File: src/rtl/seqctl_pkg.sv
package seqctl_pkg;

  typedef enum logic [3:0] {
    OP_IDLE = 4'h0,
    OP_STOP = 4'h1,
    OP_ADD  = 4'h2,
    OP_SUB  = 4'h3,
    OP_COPY = 4'h4,
    OP_LDI  = 4'h5,
    OP_STR  = 4'h6,
    OP_EMIT = 4'h7,
    OP_JUMP = 4'h8,
    OP_BRZ  = 4'h9,
    OP_BRC  = 4'hA,
    OP_LDA  = 4'hB,
    OP_LDR  = 4'hC,
    OP_RDPC = 4'hD,
    OP_JREG = 4'hE,
    OP_STA  = 4'hF
  } opcode_e;

  // control word bit positions
  localparam int CB_PC_ADDR = 0;
  localparam int CB_IMEM_RD = 1;
  localparam int CB_IR_LD   = 2;
  localparam int CB_PC_INC  = 3;
  localparam int CB_PC_LD   = 4;
  localparam int CB_PC_OE   = 5;
  localparam int CB_RF_RD   = 6;
  localparam int CB_RF_WR   = 7;
  localparam int CB_TMP_LD  = 8;
  localparam int CB_ACC_LD  = 9;
  localparam int CB_ALU_SUB = 10;
  localparam int CB_ALU_OE  = 11;
  localparam int CB_FLAG_LD = 12;
  localparam int CB_MAR_LD  = 13;
  localparam int CB_DMEM_RD = 14;
  localparam int CB_DMEM_WR = 15;
  localparam int CB_OUT_LD  = 16;
  localparam int CB_HALT    = 17;
  localparam int CW_BITS    = 18;

  localparam int STEPS_MIN  = 5;

endpackage

File: src/rtl/seqctl_op_dec.sv
module seqctl_op_dec #(
  parameter int OP_W = 4,
  localparam int OP_N = 1 << OP_W
) (
  input  logic [OP_W-1:0] opcode,
  output logic [OP_N-1:0] op_hot
);

  for (genvar i = 0; i < OP_N; i++) begin : g_line
    assign op_hot[i] = (opcode == OP_W'(i));
  end

endmodule

File: src/rtl/seqctl_step_ctr.sv
module seqctl_step_ctr #(
  parameter int STEP_N = 5
) (
  input  logic              clk,
  input  logic              rst,
  input  logic              hold,
  input  logic              last,
  output logic [STEP_N-1:0] step_q
);

  localparam logic [STEP_N-1:0] FIRST = STEP_N'(1);

  always_ff @(posedge clk) begin
    if (rst)
      step_q <= FIRST;
    else if (hold)
      step_q <= step_q;
    else if (last)
      step_q <= FIRST;
    else
      step_q <= {step_q[STEP_N-2:0], 1'b0};
  end

  assert_step_onehot_R7: assert property (@(posedge clk) disable iff (rst)
    $countones(step_q) == 1);

  assert_reload_first_R7: assert property (@(posedge clk) disable iff (rst)
    (last && !hold) |=> step_q[0]);

  assert_no_overrun_R5: assert property (@(posedge clk) disable iff (rst)
    (step_q[STEP_N-1] && !hold) |-> last);

endmodule

File: src/rtl/seqctl_matrix.sv
module seqctl_matrix
  import seqctl_pkg::*;
#(
  parameter int OP_N   = 16,
  parameter int STEP_N = 5,
  parameter int CW_W   = CW_BITS
) (
  input  logic [OP_N-1:0]   op_hot,
  input  logic [STEP_N-1:0] step,
  input  logic              zf,
  input  logic              cf,
  output logic [CW_W-1:0]   ctrl,
  output logic              last
);

  logic t0, t1, t2, t3, t4;
  logic idle, stop, add, sub, copy, ldi, str, emit;
  logic jump, brz, brc, lda, ldr, rdpc, jreg, sta;
  logic br_tk, br_nt, fetch_opnd, arith;

  assign t0 = step[0];
  assign t1 = step[1];
  assign t2 = step[2];
  assign t3 = step[3];
  assign t4 = step[4];

  assign idle = op_hot[OP_IDLE];
  assign stop = op_hot[OP_STOP];
  assign add  = op_hot[OP_ADD];
  assign sub  = op_hot[OP_SUB];
  assign copy = op_hot[OP_COPY];
  assign ldi  = op_hot[OP_LDI];
  assign str  = op_hot[OP_STR];
  assign emit = op_hot[OP_EMIT];
  assign jump = op_hot[OP_JUMP];
  assign brz  = op_hot[OP_BRZ];
  assign brc  = op_hot[OP_BRC];
  assign lda  = op_hot[OP_LDA];
  assign ldr  = op_hot[OP_LDR];
  assign rdpc = op_hot[OP_RDPC];
  assign jreg = op_hot[OP_JREG];
  assign sta  = op_hot[OP_STA];

  assign br_tk      = (brz & zf) | (brc & cf);
  assign br_nt      = (brz & ~zf) | (brc & ~cf);
  assign arith      = add | sub;
  assign fetch_opnd = t2 & (ldi | jump | lda | sta | br_tk);

  always_comb begin
    ctrl = '0;
    ctrl[CB_PC_ADDR] = t0 | fetch_opnd;
    ctrl[CB_IMEM_RD] = t0 | fetch_opnd;
    ctrl[CB_IR_LD]   = t1;
    ctrl[CB_PC_INC]  = t1 | (t2 & br_nt) | (t3 & (ldi | lda | sta));
    ctrl[CB_PC_LD]   = (t2 & jreg) | (t3 & jump) | (t4 & br_tk);
    ctrl[CB_PC_OE]   = t2 & rdpc;
    ctrl[CB_RF_RD]   = (t2 & (arith | copy | str | emit | ldr | jreg))
                     | (t3 & (arith | str)) | (t4 & sta);
    ctrl[CB_RF_WR]   = (t2 & (copy | rdpc)) | (t3 & (ldi | ldr))
                     | (t4 & (arith | lda));
    ctrl[CB_TMP_LD]  = t2 & arith;
    ctrl[CB_ACC_LD]  = t3 & arith;
    ctrl[CB_ALU_SUB] = t3 & sub;
    ctrl[CB_FLAG_LD] = t3 & arith;
    ctrl[CB_ALU_OE]  = t4 & arith;
    ctrl[CB_MAR_LD]  = (t2 & (str | ldr)) | (t3 & (lda | sta | br_tk));
    ctrl[CB_DMEM_RD] = (t3 & ldr) | (t4 & lda);
    ctrl[CB_DMEM_WR] = (t3 & str) | (t4 & sta);
    ctrl[CB_OUT_LD]  = t2 & emit;
    ctrl[CB_HALT]    = t2 & stop;
  end

  assign last = (t2 & (idle | stop | copy | emit | rdpc | jreg | br_nt))
              | (t3 & (ldi | str | jump | ldr))
              | (t4 & (arith | lda | sta | br_tk));

endmodule

File: src/rtl/seq_ctrl_unit.sv
module seq_ctrl_unit
  import seqctl_pkg::*;
#(
  parameter int OP_W   = 4,
  parameter int STEP_N = STEPS_MIN,
  parameter int CW_W   = CW_BITS
) (
  input  logic            clk,
  input  logic            rst,
  input  logic [OP_W-1:0] opcode,
  input  logic            flag_z,
  input  logic            flag_c,
  output logic [CW_W-1:0] ctrl,
  output logic            instr_done,
  output logic            halted
);

  localparam int OP_N = 1 << OP_W;

  logic [OP_N-1:0]   op_hot;
  logic [STEP_N-1:0] step_q;
  logic [CW_W-1:0]   mat_ctrl;
  logic              mat_last;
  logic              halt_q;

  seqctl_op_dec #(.OP_W(OP_W)) u_dec (
    .opcode (opcode),
    .op_hot (op_hot)
  );

  seqctl_step_ctr #(.STEP_N(STEP_N)) u_step (
    .clk    (clk),
    .rst    (rst),
    .hold   (halt_q),
    .last   (instr_done),
    .step_q (step_q)
  );

  seqctl_matrix #(.OP_N(OP_N), .STEP_N(STEP_N), .CW_W(CW_W)) u_mat (
    .op_hot (op_hot),
    .step   (step_q),
    .zf     (flag_z),
    .cf     (flag_c),
    .ctrl   (mat_ctrl),
    .last   (mat_last)
  );

  always_ff @(posedge clk) begin
    if (rst)
      halt_q <= 1'b0;
    else if (mat_ctrl[CB_HALT])
      halt_q <= 1'b1;
  end

  assign ctrl       = halt_q ? '0 : mat_ctrl;
  assign instr_done = mat_last & ~halt_q;
  assign halted     = halt_q;

  assert_halt_entry_R10: assert property (@(posedge clk) disable iff (rst)
    $rose(halt_q) |-> $past(mat_ctrl[CB_HALT]));

  assert_halt_hold_R10: assert property (@(posedge clk) disable iff (rst)
    halt_q |=> halt_q);

  assert_halt_quiet_R10: assert property (@(posedge clk) disable iff (rst)
    halted |-> (ctrl == '0 && !instr_done));

  assert_pc_excl_R11: assert property (@(posedge clk) disable iff (rst)
    !(ctrl[CB_PC_LD] && ctrl[CB_PC_INC]));

  assert_dmem_excl_R11: assert property (@(posedge clk) disable iff (rst)
    !(ctrl[CB_DMEM_RD] && ctrl[CB_DMEM_WR]));

endmodule

File: config.mk
export PLATFORM = sky130hd
export DESIGN_NAME = seq_ctrl_unit
export DESIGN_NICKNAME = d
export VERILOG_FILES = /design/src/rtl/seqctl_pkg.sv /design/src/rtl/seqctl_op_dec.sv /design/src/rtl/seqctl_step_ctr.sv /design/src/rtl/seqctl_matrix.sv /design/src/rtl/seq_ctrl_unit.sv
export SDC_FILE = /design/constraint.sdc
export NUM_CORES = 1
export LEC_CHECK = 0
export BUFFER_PORTS_ARGS = -buffer_cell sky130_fd_sc_hd__buf_2
export CORE_AREA = 2 2 49 51
export CTS_CLUSTER_SIZE = 28
export DETAILED_ROUTE_END_ITERATION = 12
export DIE_AREA = 0 0 51 53
export PLACE_DENSITY = 0.68
export SETUP_SLACK_MARGIN = 0.1
export SLEW_MARGIN = 10
export SYNTH_ARGS = -nofsm -noshare
export SYNTH_HDL_FRONTEND = slang
export SYNTH_SLANG_ARGS = --single-unit
export TNS_END_PERCENT = 100
File: constraint.sdc
create_clock -name clk -period 2.6 [get_ports clk]
set_input_delay 0.52 -clock clk [delete_from_list [all_inputs] [get_ports clk]]
set_output_delay 0.52 -clock clk [all_outputs]
set_load 0.1 [all_outputs]
==> impl_metrics.csv <==
group,metric,value,unit
status,status,"completed",
yosys,async_reset_ff_frac,0,
placed_design,io_buffers,27,
yosys,ys.flop_type,"dfxtp_1",
power_and_ir_drop,p_sw,188,uW
sta,max_freq,0.420,GHz
yosys,yosysSeqAreaShare,0.145,
clocking,ctsHoldBuffers,0,
sta,skew,0.00577,ns
critical_path,cp.required,2.08,ns
power_and_ir_drop,internal_power,228,uW
placed_design,dp.final_hpwl,1.91,mm
critical_path,critical_path_class,"in2out",
cells_and_area,syn2layout_area_growth,70.0,%
power_and_ir_drop,power,417,uW
power_and_ir_drop,seqPwrFrac,0.250,
sta,worstMarginPinSlew,0.484,ns
yosys,yosys_warnings,0,
sta,setup_viol,0,
yosys,synth-seq-cells,6,
sta,fin_crit,2.38,ns
critical_path,cp_max_fo,16,
yosys,synth_compound_gate_area_share,0.262,
flow_run,drv_cap,0,
grt,grt_overflow,0,
grt,grt_util_all_layers,0.201,
power_and_ir_drop,clkPwrFrac,0.211,
drt,routed_wl,2.42,mm
drt,dr_total_vias,943,
clocking,clockRootBuffer,"clkbuf_4",
worst_hold_path,hold_path_depth,2,
grt,antenna_found_initial,0,
power_and_ir_drop,switching_share,0.452,
yosys,synthAdderAreaFrac,0,
critical_path,end_kind,"primary output",
power_and_ir_drop,powerDensity,296,mW/mm2
sta,slew_headroom,0.679,
cells_and_area,multiInputGateArea,805,um2
clocking,cts_tree,"yes",
worst_hold_path,hold_class,"reg2reg",
yosys,synth_edf_count,0,
drt,drcViolationCount,0,
cells_and_area,fill_cells,185,
grt,grt_start_max_net_pins,19,
sta,grt_setup_unrepaired,"false",
floorplan,fp.dieW,51,um
drt,wl_per_cell,13.9,um
clocking,numCtsBuffers,3,
drt,detail_route.vias_per_cell,5.42,
yosys,synth_xor_area_frac,0.0318,
clocking,clkSinkCount,6,
clocking,clk_latency,0.25,ns
placed_design,gp_congestion,0.869,
floorplan,rows,17,
cells_and_area,nets,156,
cells_and_area,regArea,121,um2
power_and_ir_drop,ir_worst_vdd,0.325,mV
clocking,post_cts_buffers,0,
floorplan,ios,28,
cells_and_area,layout-drive-gt1-share,0.459,
power_and_ir_drop,p_comb_frac,0.539,
yosys,yosys.area_share.simple,0.413,
clocking,clk_pin_slew,0.04,ns
clocking,cts.path.max_buffers,2,
yosys,synth_top_family_by_area,"simple AND/OR/NAND/NOR gates",
clocking,cts_max_level,1,
yosys,syn-instance-count,122,
power_and_ir_drop,leakage,0.000548,uW
yosys,synthDistinctLibCells,42,
floorplan,die-area,0.00270,mm2
floorplan,start_util,0.385,
floorplan,die_y,53,um
sta,hold_viol,0,
grt,grt_pass1_wl,4.06,mm
yosys,syn_area_per_cell,6.78,um2
cells_and_area,antenna_cells,0,
critical_path,crit_arrival,1.86,ns
drt,antenna_left,0,
critical_path,cp-start-kind,"primary input",
critical_path,r2r_cells,6,
cells_and_area,fin_util,0.655,
floorplan,fp.coreArea,0.00215,mm2
sta,fin_crit_sh,0.916,
drt,firstDrtPassIters,4,
drt,drtIter0Drc,17,
yosys,synthMuxAreaShare,0.0378,
yosys,syn_area,827,um2
yosys,synth_nets,130,
sta,finalMaxSlewViolations,0,
grt,grt_pass1_vias,873,
[cell usage in the layout (no fill, tap or decap), drive strengths merged, types with 4 or more instances in the layout]
cell type	count
nor3b	5
nor2b	7
nor2	16
clkbuf	4
buf	35
o21ai	6
a31oi	5
dfxtp	6
nand2b	6
nand2	15
a21oi	7
[layer usage]
layer  vias to the layer above  wire length, um  GRT usage
met3                         2              114     0.0254
met4                         0               24     0.0721
li1                        475                -          -
met2                        25             1240      0.346
met1                       441             1030      0.256
met5                         -                0          0
[synth_stat cells (3+ instances only)]
cell / count / area share
nor2b_1: 6 / 0.045
clkbuf_1: 5 / 0.023
nand2_1: 15 / 0.068
dfxtp_1: 6 / 0.15
a31oi_1: 5 / 0.038
nand3b_1: 3 / 0.027
buf_2: 3 / 0.018
nor3b_1: 5 / 0.045
o21ai_0: 6 / 0.036
nand2b_1: 5 / 0.038
nor2_1: 16 / 0.073
buf_4: 4 / 0.036
a21oi_1: 7 / 0.042
[power groups by stage]
stage	registers [uW]	clock network (uW)	logic [uW]
6_report	104	87.9	225
5_1_grt	105	97.2	238
4_1_cts	104	92.4	225
3_5_place_dp	106	0	224
3_3_place_gp	106	0	221
2_1_floorplan	102	0	181
[state kept, by name (all words and copies together) (netlist names)]
signal	count
u_step.step_q	5
halted	1
[final timing paths]
kind,from,to,slack (ns)
max,opcode[3],instr_done,0.22
min,u_step.step_q[1],u_step.step_q[1],0.47
max reg2reg,u_step.step_q[4],u_step.step_q[1],0.99
min reg2reg,u_step.step_q[1],u_step.step_q[1],0.47
[stage by stage]
step                      std cells  hold slack, ns  setup slack [ns]  instance area (um2)  setup TNS (ns)
after CTS                       174           0.470             0.156                 1400               0
after detailed placement        171           0.463             0.160                 1380               0
after floorplan                 122           0.451            -0.120                 1080          -0.238
after global placement          171           0.464             0.173                 1380               0
after global routing            174           0.487             0.130                 1410               0
final                           174           0.468             0.219                 1410               0
[area by class of cell]
| cell class | instances | share of cell area |
|---|---|---|
| Sequential cell | 6 | 0.0863 |
| Multi-Input combinational cell | 99 | 0.572 |
| Inverter | 2 | 0.00534 |
| Clock buffer | 3 | 0.0160 |
| Timing Repair Buffer | 36 | 0.295 |
| Tap cell | 28 | 0.0249 |
[cells by family after synthesis]
kind of cell | count (synthesis)
and+or+nand+nor | 62
AOI/OAI and AO/OA | 31
DFF | 6
xor gates and xnor gates | 3
buffers and inverters | 17
muxes | 3
[critical path, stage by stage]
cell and delay [ns]:
buf_2 0.31, nor2b_4 0.10, a21bo_1 0.22, xnor2_1 0.16
a32oi_2 0.16, a21oi_4 0.20, buf_12 0.19
[timing repair]
action,4_1_cts,5_1_grt
endpoints found under the setup margin,0,2
gates resized for setup,0,2
endpoints found under the hold margin,0,0
No activity file was read; power rests on OpenSTA's default activity.
